### src/rtl/urx_pkg.sv
package urx_pkg;
    localparam int STAT_W  = 16;
    localparam int BIT_RDY = 0;
    localparam int BIT_OVR = 8;
    localparam int BIT_FRM = 13;
    localparam int BIT_PAR = 14;
    localparam int BIT_NSE = 15;

    localparam logic [STAT_W-1:0] EN_MASK =
        STAT_W'((1 << BIT_RDY) | (1 << BIT_OVR) | (1 << BIT_FRM) |
                (1 << BIT_PAR) | (1 << BIT_NSE));

    localparam logic [1:0] ADDR_DATA  = 2'd0;
    localparam logic [1:0] ADDR_STAT  = 2'd1;
    localparam logic [1:0] ADDR_ENSET = 2'd2;
    localparam logic [1:0] ADDR_ENCLR = 2'd3;

    typedef enum logic [2:0] {
        RX_IDLE   = 3'd0,
        RX_START  = 3'd1,
        RX_DATA   = 3'd2,
        RX_PARITY = 3'd3,
        RX_STOP   = 3'd4
    } rx_state_e;
endpackage

### src/rtl/urx_vote.sv
module urx_vote (
    input  logic [1:0] early_i,
    input  logic       now_i,
    output logic       bit_o,
    output logic       split_o
);
    always_comb begin
        bit_o   = (early_i[0] & early_i[1]) | (early_i[0] & now_i) | (early_i[1] & now_i);
        split_o = !((early_i[0] == early_i[1]) && (early_i[1] == now_i));
    end
endmodule

### src/rtl/urx_sync.sv
module urx_sync #(
    parameter int   STAGES  = 2,
    parameter logic RST_VAL = 1'b1
) (
    input  logic clk,
    input  logic rst_n,
    input  logic d_i,
    output logic q_o
);
    logic [STAGES-1:0] stg_q;

    for (genvar g = 0; g < STAGES; g++) begin : g_stage
        if (g == 0) begin : g_first
            always_ff @(posedge clk or negedge rst_n) begin
                if (!rst_n) stg_q[0] <= RST_VAL;
                else        stg_q[0] <= d_i;
            end
        end else begin : g_rest
            always_ff @(posedge clk or negedge rst_n) begin
                if (!rst_n) stg_q[g] <= RST_VAL;
                else        stg_q[g] <= stg_q[g-1];
            end
        end
    end

    assign q_o = stg_q[STAGES-1];
endmodule

### src/rtl/urx_frame.sv
module urx_frame
    import urx_pkg::*;
#(
    parameter int OSR      = 16,
    parameter int MAX_BITS = 9
) (
    input  logic                clk,
    input  logic                rst_n,
    input  logic                line_i,
    input  logic                tick_i,
    input  logic                par_en_i,
    input  logic                par_odd_i,
    input  logic [1:0]          char_len_i,
    output logic                done_o,
    output logic [MAX_BITS-1:0] data_o,
    output logic                frm_o,
    output logic                perr_o,
    output logic                noise_o,
    output logic                brk_o
);
    localparam int CNT_W = $clog2(OSR);
    localparam int IDX_W = $clog2(MAX_BITS);
    localparam logic [CNT_W-1:0] T_VA  = CNT_W'(OSR/2 - 1);
    localparam logic [CNT_W-1:0] T_VB  = CNT_W'(OSR/2);
    localparam logic [CNT_W-1:0] T_VC  = CNT_W'(OSR/2 + 1);
    localparam logic [CNT_W-1:0] T_END = CNT_W'(OSR - 1);

    typedef struct packed {
        rx_state_e             st;
        logic [CNT_W-1:0]      cnt;
        logic [IDX_W-1:0]      idx;
        logic [1:0]            early;
        logic [MAX_BITS-1:0]   data;
        logic                  noisy;
        logic                  pbit;
        logic                  done;
        logic                  frm;
        logic                  perr;
        logic                  brk;
        logic                  nse;
    } frm_s;

    frm_s q, d;
    logic v_bit, v_split;
    logic [IDX_W-1:0] last_idx;

    urx_vote u_vote (
        .early_i (q.early),
        .now_i   (line_i),
        .bit_o   (v_bit),
        .split_o (v_split)
    );

    always_comb begin
        case (char_len_i)
            2'd0:    last_idx = IDX_W'(MAX_BITS - 3);
            2'd1:    last_idx = IDX_W'(MAX_BITS - 2);
            default: last_idx = IDX_W'(MAX_BITS - 1);
        endcase
    end

    always_comb begin
        d      = q;
        d.done = 1'b0;
        if (tick_i) begin
            if (q.st == RX_IDLE) begin
                if (!line_i) begin
                    d.st  = RX_START;
                    d.cnt = CNT_W'(1);
                end
            end else begin
                d.cnt = (q.cnt == T_END) ? '0 : q.cnt + 1'b1;
                if (q.cnt == T_VA) d.early[0] = line_i;
                if (q.cnt == T_VB) d.early[1] = line_i;
                if (q.cnt == T_VC) begin
                    case (q.st)
                        RX_START: begin
                            if (v_bit) begin
                                d.st = RX_IDLE;
                            end else begin
                                d.data  = '0;
                                d.noisy = 1'b0;
                                d.pbit  = 1'b0;
                                d.idx   = '0;
                            end
                        end
                        RX_DATA: begin
                            d.data[q.idx] = v_bit;
                            d.noisy       = q.noisy | v_split;
                        end
                        RX_PARITY: d.pbit = v_bit;
                        RX_STOP: begin
                            d.done = 1'b1;
                            d.frm  = !v_bit;
                            d.perr = par_en_i & ((^q.data ^ q.pbit) != par_odd_i);
                            d.brk  = (q.data == '0) && !v_bit && !(par_en_i && q.pbit);
                            d.nse  = q.noisy;
                            d.st   = RX_IDLE;
                        end
                        default: d.st = RX_IDLE;
                    endcase
                end
                if (q.cnt == T_END) begin
                    case (q.st)
                        RX_START: d.st = RX_DATA;
                        RX_DATA: begin
                            if (q.idx == last_idx) d.st = par_en_i ? RX_PARITY : RX_STOP;
                            else                   d.idx = q.idx + 1'b1;
                        end
                        RX_PARITY: d.st = RX_STOP;
                        default: ;
                    endcase
                end
            end
        end
    end

    always_ff @(posedge clk or negedge rst_n) begin
        if (!rst_n) q <= '0;
        else        q <= d;
    end

    assign done_o  = q.done;
    assign data_o  = q.data;
    assign frm_o   = q.frm;
    assign perr_o  = q.perr;
    assign noise_o = q.nse;
    assign brk_o   = q.brk;
endmodule

### src/rtl/urx_status.sv
module urx_status
    import urx_pkg::*;
#(
    parameter int DW = 9
) (
    input  logic              clk,
    input  logic              rst_n,
    input  logic              done_i,
    input  logic [DW-1:0]     data_i,
    input  logic              frm_i,
    input  logic              perr_i,
    input  logic              noise_i,
    input  logic              brk_i,
    input  logic              wr_i,
    input  logic              rd_i,
    input  logic [1:0]        addr_i,
    input  logic [STAT_W-1:0] wdata_i,
    output logic [STAT_W-1:0] rdata_o,
    output logic [STAT_W-1:0] stat_o,
    output logic [STAT_W-1:0] en_o,
    output logic [DW-1:0]     held_o,
    output logic              irq_o
);
    typedef struct packed {
        logic              rdy;
        logic              ovr;
        logic              frm;
        logic              per;
        logic              nse;
        logic [STAT_W-1:0] en;
        logic [DW-1:0]     data;
    } st_s;

    st_s q, d;
    logic              rd_clear;
    logic [STAT_W-1:0] w1c;
    logic [STAT_W-1:0] stat_vec;

    always_comb begin
        stat_vec          = '0;
        stat_vec[BIT_RDY] = q.rdy;
        stat_vec[BIT_OVR] = q.ovr;
        stat_vec[BIT_FRM] = q.frm;
        stat_vec[BIT_PAR] = q.per;
        stat_vec[BIT_NSE] = q.nse;
    end

    always_comb begin
        rd_clear = rd_i && (addr_i == ADDR_DATA);
        w1c      = (wr_i && (addr_i == ADDR_STAT)) ? wdata_i : '0;

        d     = q;
        d.rdy = q.rdy & !rd_clear;
        d.ovr = q.ovr & !w1c[BIT_OVR];
        d.frm = q.frm & !w1c[BIT_FRM];
        d.per = q.per & !w1c[BIT_PAR];
        d.nse = q.nse & !w1c[BIT_NSE];

        if (wr_i && (addr_i == ADDR_ENSET)) d.en = q.en | (wdata_i & EN_MASK);
        if (wr_i && (addr_i == ADDR_ENCLR)) d.en = q.en & ~(wdata_i & EN_MASK);

        if (done_i) begin
            if (q.rdy && !rd_clear) begin
                d.ovr = 1'b1;
            end else begin
                d.rdy  = 1'b1;
                d.data = data_i;
                if (frm_i)             d.frm = 1'b1;
                if (perr_i)            d.per = 1'b1;
                if (noise_i && !brk_i) d.nse = 1'b1;
            end
        end
    end

    always_ff @(posedge clk or negedge rst_n) begin
        if (!rst_n) q <= '0;
        else        q <= d;
    end

    always_comb begin
        case (addr_i)
            ADDR_DATA: rdata_o = {{(STAT_W-DW){1'b0}}, q.data};
            ADDR_STAT: rdata_o = stat_vec;
            default:   rdata_o = q.en;
        endcase
    end

    assign irq_o  = |(stat_vec & q.en);
    assign stat_o = stat_vec;
    assign en_o   = q.en;
    assign held_o = q.data;
endmodule

### src/rtl/uart_rx_flagged.sv
module uart_rx_flagged
    import urx_pkg::*;
#(
    parameter int OSR         = 16,
    parameter int MAX_BITS    = 9,
    parameter int SYNC_STAGES = 2
) (
    input  logic        clk,
    input  logic        rst_n,
    input  logic        rxd_i,
    input  logic        os_tick_i,
    input  logic        par_en_i,
    input  logic        par_odd_i,
    input  logic [1:0]  char_len_i,
    input  logic        reg_wr_i,
    input  logic        reg_rd_i,
    input  logic [1:0]  reg_addr_i,
    input  logic [15:0] reg_wdata_i,
    output logic [15:0] reg_rdata_o,
    output logic        irq_o
);
    logic                line_s;
    logic                rx_done, rx_frm, rx_perr, rx_nse, rx_brk;
    logic [MAX_BITS-1:0] rx_data;
    logic [MAX_BITS-1:0] held_data;
    logic [STAT_W-1:0]   stat_vec, en_vec;

    urx_sync #(.STAGES(SYNC_STAGES), .RST_VAL(1'b1)) u_sync (
        .clk   (clk),
        .rst_n (rst_n),
        .d_i   (rxd_i),
        .q_o   (line_s)
    );

    urx_frame #(.OSR(OSR), .MAX_BITS(MAX_BITS)) u_frame (
        .clk        (clk),
        .rst_n      (rst_n),
        .line_i     (line_s),
        .tick_i     (os_tick_i),
        .par_en_i   (par_en_i),
        .par_odd_i  (par_odd_i),
        .char_len_i (char_len_i),
        .done_o     (rx_done),
        .data_o     (rx_data),
        .frm_o      (rx_frm),
        .perr_o     (rx_perr),
        .noise_o    (rx_nse),
        .brk_o      (rx_brk)
    );

    urx_status #(.DW(MAX_BITS)) u_status (
        .clk     (clk),
        .rst_n   (rst_n),
        .done_i  (rx_done),
        .data_i  (rx_data),
        .frm_i   (rx_frm),
        .perr_i  (rx_perr),
        .noise_i (rx_nse),
        .brk_i   (rx_brk),
        .wr_i    (reg_wr_i),
        .rd_i    (reg_rd_i),
        .addr_i  (reg_addr_i),
        .wdata_i (reg_wdata_i),
        .rdata_o (reg_rdata_o),
        .stat_o  (stat_vec),
        .en_o    (en_vec),
        .held_o  (held_data),
        .irq_o   (irq_o)
    );
endmodule

### config.mk
export PLATFORM = sky130hd
export DESIGN_NAME = uart_rx_flagged
export DESIGN_NICKNAME = d
export VERILOG_FILES = /design/src/rtl/urx_pkg.sv /design/src/rtl/urx_vote.sv /design/src/rtl/urx_sync.sv /design/src/rtl/urx_frame.sv /design/src/rtl/urx_status.sv /design/src/rtl/uart_rx_flagged.sv
export SDC_FILE = /design/constraint.sdc
export NUM_CORES = 1
export LEC_CHECK = 0
export BUFFER_PORTS_ARGS = -buffer_cell sky130_fd_sc_hd__buf_2
export CORE_UTILIZATION = 45
export CTS_BUF_LIST = sky130_fd_sc_hd__clkbuf_4 sky130_fd_sc_hd__clkbuf_8
export CTS_CLUSTER_SIZE = 24
export DETAILED_ROUTE_END_ITERATION = 6
export GPL_TIMING_DRIVEN = 0
export MAX_ROUTING_LAYER = met4
export PLACE_DENSITY_LB_ADDON = 0.3
export SKIP_CTS_REPAIR_TIMING = 1
export SYNTH_ARGS = -nofsm -noshare
export SYNTH_HDL_FRONTEND = slang
export SYNTH_SLANG_ARGS = --single-unit
### constraint.sdc
create_clock -name clk -period 1.9 [get_ports clk]
set_clock_uncertainty 0.2 [all_clocks]
set_input_delay 0.475 -clock clk [delete_from_list [all_inputs] [get_ports clk]]
set_output_delay 0.475 -clock clk [all_outputs]
set_load 0.05 [all_outputs]
==> flow_summary.toml, run 1 <==
[layout]
n_antenna_cell = 0
stdcell_area_um2 = 3550
final_cells = 409
final_nets = 374
fin_util_pct = 58.9
syn_to_final_growth_pct = 23.9
layout_commonest_cell = "dfrtp_1"
final_cell_mix = "45 x dfrtp_1, 37 x nand2_1, 25 x buf_4"
drive_gt1_share_pct = 36.8

[timing]
hold_viol = 0
worst_slack_ps = -212
setup_violations = 16
fmax_mhz = 474
period_needed_ps = 2110
rsz0062_at_grt = "true"
drv_slew = 0
fin_crit_sh_pct = 111
holdWs_ps = 51.7
tightest_slew_ps = 1090
relSlewSlack_pct = 27.4

[clocking]
cts_root_buf = "clkbuf_8"
cts_tree = "done"
clkTransAtPathRegs_ps = 100
ctsHtreeMaxLevel = 2
cts_made_buffers = 5
clock-sinks = 50
insertion_delay_ps = 310
clockBufferDepth = 2

[routing]
firstDrtPassIters = 4
ant_nets = 0
drtIter0Drc = 96
vias = 2234
drc_errors = 0
wl_um = 5970
wl_per_cell_um = 14.6
avgViaCountPerCell = 5.46

[critical_path]
path_class = "reg -> reg"
worstPathMaxFanout = 7
cp.arrival_ps = 2110
cp-start-kind = "flop"
cp.required_ps = 1900
end_kind = "flop"

[global_routing]
grt_overflow_total = 0
antenna_found_initial = 0
track_usage_pct = 19.1
grt_max_degree = 51
grt_pass1_wl_um = 9440
grt_pass1_vias = 2073

[logic_synthesis]
ys_seq_elements = 50
syn_inst = 283
ys_seq_area_share_pct = 43.8
synthFlopType = "dfrtp_1"
synth_area_um2 = 2870
synth.distinct_cells = 55
synth-edff-count = 0
synthArstFlopShare_pct = 100
syn_area_per_cell_um2 = 10.1
yosysWarnings = 0

[hold_path]
worstHoldPathType = "in -> reg"

[floorplanning]
chipHeight_um = 81.8
die-area_um2 = 6690
ioPinCount = 45
start_util_pct = 47.5
row_count = 28
core_area_um2 = 6030
die_w_um = 81.8

[run_status]
violations = "negative setup slack"
status = "finished with violations"

[place]
dp_hpwl_um = 4120
port_buffers = 27
place_ws_ps = -265
gp_congestion = 0.870
dpl_cell_area_um2 = 3140
numPlacedInstances = 388

[pwr]
power_leakage_nw = 1.63
irDropWorstVdd_mv = 0.549
p_per_area_nw_per_um2 = 741

[run]
timing.max_cap.violations = 0
[worst max-delay path: stages (launching register included)]
cell	delay, ps
dfrtp_2	460
ha_4	170
a211oi_4	360
a21oi_2	100
nor3_2	270
buf_4	210
nand2_1	60
a22o_1	170
[final cells by class]
type	instances	area, um2
Clock buffer	5	68.8
Timing Repair Buffer	41	292
Multi-Input combinational cell	206	1620
Clock inverter	3	48.8
Tap cell	75	93.8
Inverter	15	56.3
Sequential cell	50	1260
Buffer	14	111
Fill cell	541	2470
[through the flow]
step | power (mW) | TNS (ps)
final | 2.63 | -2180
after global routing | 2.79 | -3950
after CTS | 2.55 | -5350
after detailed placement | 1.76 | -7110
after global placement | 1.75 | -6410
after floorplan | 1.63 | 0
[where the power goes]
part / switching (mW) / internal [mW]
registers: 0.119 / 1.15
logic: 0.318 / 0.260
clock network: 0.380 / 0.401
[flip-flops by register name, indices dropped and copies added (netlist names), named ones only]
signal	cells
u_frame.q	15
u_frame.brk_o	1
u_status.held_o	9
u_frame.done_o	1
u_sync.q_o	1
u_frame.perr_o	1
u_sync.stg_q	1
u_frame.noise_o	1
u_frame.frm_o	1
u_frame.data_o	9
u_status.stat_o	5
[per-layer routing]
| layer | global-route usage (%) | wire length [um] |
|---|---|---|
| met1 | 23.0 | 2570 |
| met4 | 7.02 | 121 |
| met2 | 31.3 | 3020 |
| met5 | - | 0 |
| met3 | 4.11 | 251 |
[cells in the mapped netlist, drive strengths merged, types with 3 or more instances]
cell type	n	area [um2]
dfrtp	48	1200
nor3	6	40.0
clkbuf	3	11.3
nand4	3	18.8
o21ai	18	93.8
nand2b	4	25.0
nand3	9	50.1
nand2	40	150
mux2i	3	30.0
a21o	11	82.6
a21oi	5	25.0
mux2	12	135
inv	15	56.3
nor2	12	55.1
a32o	5	50.1
xnor2	6	52.6
and2	8	50.1
nor2b	6	37.5
a22o	15	131
buf	12	88.8
ha	13	163
[logic make-up (layout without fill, tap and decap cells)]
group	Yosys count	in the layout	share of synthesized area, %
XOR/XNOR	6	6	1.83
AO/OA/AOI/OAI	68	68	17.7
AND/OR/NAND/NOR	100	100	19.7
flip-flops	50	50	43.8
buffers and inverters	30	78	5.46
other	1	4	0.131
multiplexers	15	15	5.76
adder cells (fa/ha/maj)	13	13	5.68
[final timing paths]
kind,cells past startpoint,slack (ps),to,start
min in group asynchronous,1,170,async pin,rst_n
worst min register to register,0,160,u_sync.q_o,u_sync.stg_q[0]
worst min-delay path,1,50,u_sync.stg_q[0],rxd_i
max in group asynchronous,1,600,u_frame.q[19],rst_n
worst max register to register,7,-210,u_frame.data_o[5],u_frame.q[16]
worst max-delay path,7,-210,u_frame.data_o[5],u_frame.q[16]
(Power assumes the default switching activity.)
==> inputs of run 2 (changes only) <==
--- a/config.mk
+++ b/config.mk
@@ -6,6 +6,7 @@
 export NUM_CORES = 1
 export LEC_CHECK = 0
 export BUFFER_PORTS_ARGS = -buffer_cell sky130_fd_sc_hd__buf_2
+export CORE_ASPECT_RATIO = 1.4
 export CORE_UTILIZATION = 45
 export CTS_BUF_LIST = sky130_fd_sc_hd__clkbuf_4 sky130_fd_sc_hd__clkbuf_8
 export CTS_CLUSTER_SIZE = 24
==> flow_summary.toml, run 2 (synthesis gave the netlist of run 1 again) <==
[timing]
relSlewSlack_pct = 27.3
setup_tns_ps = -1690
worst_slack_ps = -173
hold_viol = 0
rsz0062_at_grt = "true"
period_needed_ps = 2070
tightest_slew_ps = 1090
fmax_mhz = 483
setup_violations = 17
drv_slew = 0
fin_crit_sh_pct = 109

[layout]
drive_gt1_share_pct = 33.6
n_antenna_cell = 0
largest-register = "u_frame.q"
layout_commonest_cell = "dfrtp_1"
fillCellCount = 568
multi_input_area_um2 = 1570
final_nets = 370
largest_register_ffs = 15
final_cell_mix = "48 x dfrtp_1, 37 x nand2_1, 23 x buf_4"
stdcell_area_um2 = 3420
register_area_um2 = 1250
syn_to_final_growth_pct = 19.5
fin_util_pct = 55.5

[routing]
wl_per_cell_um = 14.1
vias = 2218
drc_errors = 0
drtIter0Drc = 93
firstDrtPassIters = 4
ant_nets = 0
wl_um = 5690
avgViaCountPerCell = 5.52

[critical_path]
cpMaxStageDelayCell = "dfrtp_1"
cp-start-kind = "flop"
cp.required_ps = 1900
end_kind = "flop"
cp.arrival_ps = 2070
worstPathMaxFanout = 7
cp_cell_sequence = "ha_2, a211oi_4, a21oi_2, nor3_2, buf_4, o21ai_1, a32o_1"
max_stage_delay_ps = 430
path_class = "reg -> reg"

[clocking]
cts_made_buffers = 5
ctsHtreeMaxLevel = 2
insertion_delay_ps = 300
cts_tree = "done"
cts_root_buf = "clkbuf_8"
clockBufferDepth = 2
clock-sinks = 50
clkTransAtPathRegs_ps = 90

[pwr]
irDropWorstVdd_mv = 0.441
p_per_area_nw_per_um2 = 719
power_leakage_nw = 1.58

[global_routing]
track_usage_pct = 17.6
grt_max_degree = 51
antenna_found_initial = 0
grt_pass1_vias = 2074
grt_overflow_total = 0
grt_pass1_wl_um = 9120

[place]
port_buffers = 27
dp_hpwl_um = 4070
dpl_cell_area_um2 = 3130
gp_congestion = 0.851

[floorplanning]
chipHeight_um = 96.4
die_w_um = 69.4
die-area_um2 = 6700
ioPinCount = 45
start_util_pct = 46.5
core_area_um2 = 6170
row_count = 34

[run]
timing.max_cap.violations = 0

[run_status]
violations = "negative setup slack"
status = "finished with violations"

[hold_path]
worstHoldPathType = "in -> reg"
==> run 2: worst max-delay path, delay by kind of cell (launching register included) <==
kind                       cells  cell delay [ps]
AOI/OAI and AO/OA              4              730
adders and majority gates      1              200
buffers and inverters          1              180
DFF                            1              430
and+or+nand+nor                1              230
==> run 2: power by group <==
part	leakage [nW]	total [mW]	internal (mW)	switching (mW)
registers	0.657	1.25	1.15	0.104
clock network	0.0472	0.642	0.293	0.349
logic	0.880	0.565	0.247	0.319
total	1.58	2.46	1.69	0.771
==> run 2: cell type report <==
cell class              count  share of cell area (%)
flip-flops and latches     50                    36.6
clock inverters             2                   0.365
repair buffers             36                    7.31
multi-input cells         206                    45.7
well taps                  72                    2.63
plain buffers              15                    3.29
inverters                  15                    1.64
clock buffers               6                    2.41
==> run 2: worst paths after layout <==
| kind | to | slack, ps | from | depth (start not counted) |
|---|---|---|---|---|
| min in group asynchronous | async pin | 170 | rst_n | 1 |
| setup / recovery | u_frame.data_o[8] | -170 | u_frame.q[16] | 7 |
| max in group asynchronous | u_frame.q[19] | 660 | rst_n | 1 |
| setup reg to reg | u_frame.data_o[8] | -170 | u_frame.q[16] | 7 |
| hold / removal | u_sync.stg_q[0] | 70 | rxd_i | 1 |
| hold reg to reg | u_sync.q_o | 160 | u_sync.stg_q[0] | 0 |
==> run 2: layer usage <==
layer	share of wire (%)	up-vias	track usage, %	wire (um)
met5	0	-	-	0
met4	2.7	0	7.65	152
met3	3.4	16	2.80	194
met2	52	44	31.4	2970
met1	42	1066	19.7	2370
li1	-	1092	-	-
==> run 2: metrics by stage <==
stage	hold WS [ps]	setup slack, ps	total power [mW]	std cells
after CTS	53.3	-248	2.42	393
after global placement	148	-244	1.75	385
final	66.8	-173	2.46	402
after global routing	49.8	-272	2.60	402
after floorplan	-20.6	2.44	1.63	286
after detailed placement	149	-255	1.77	385
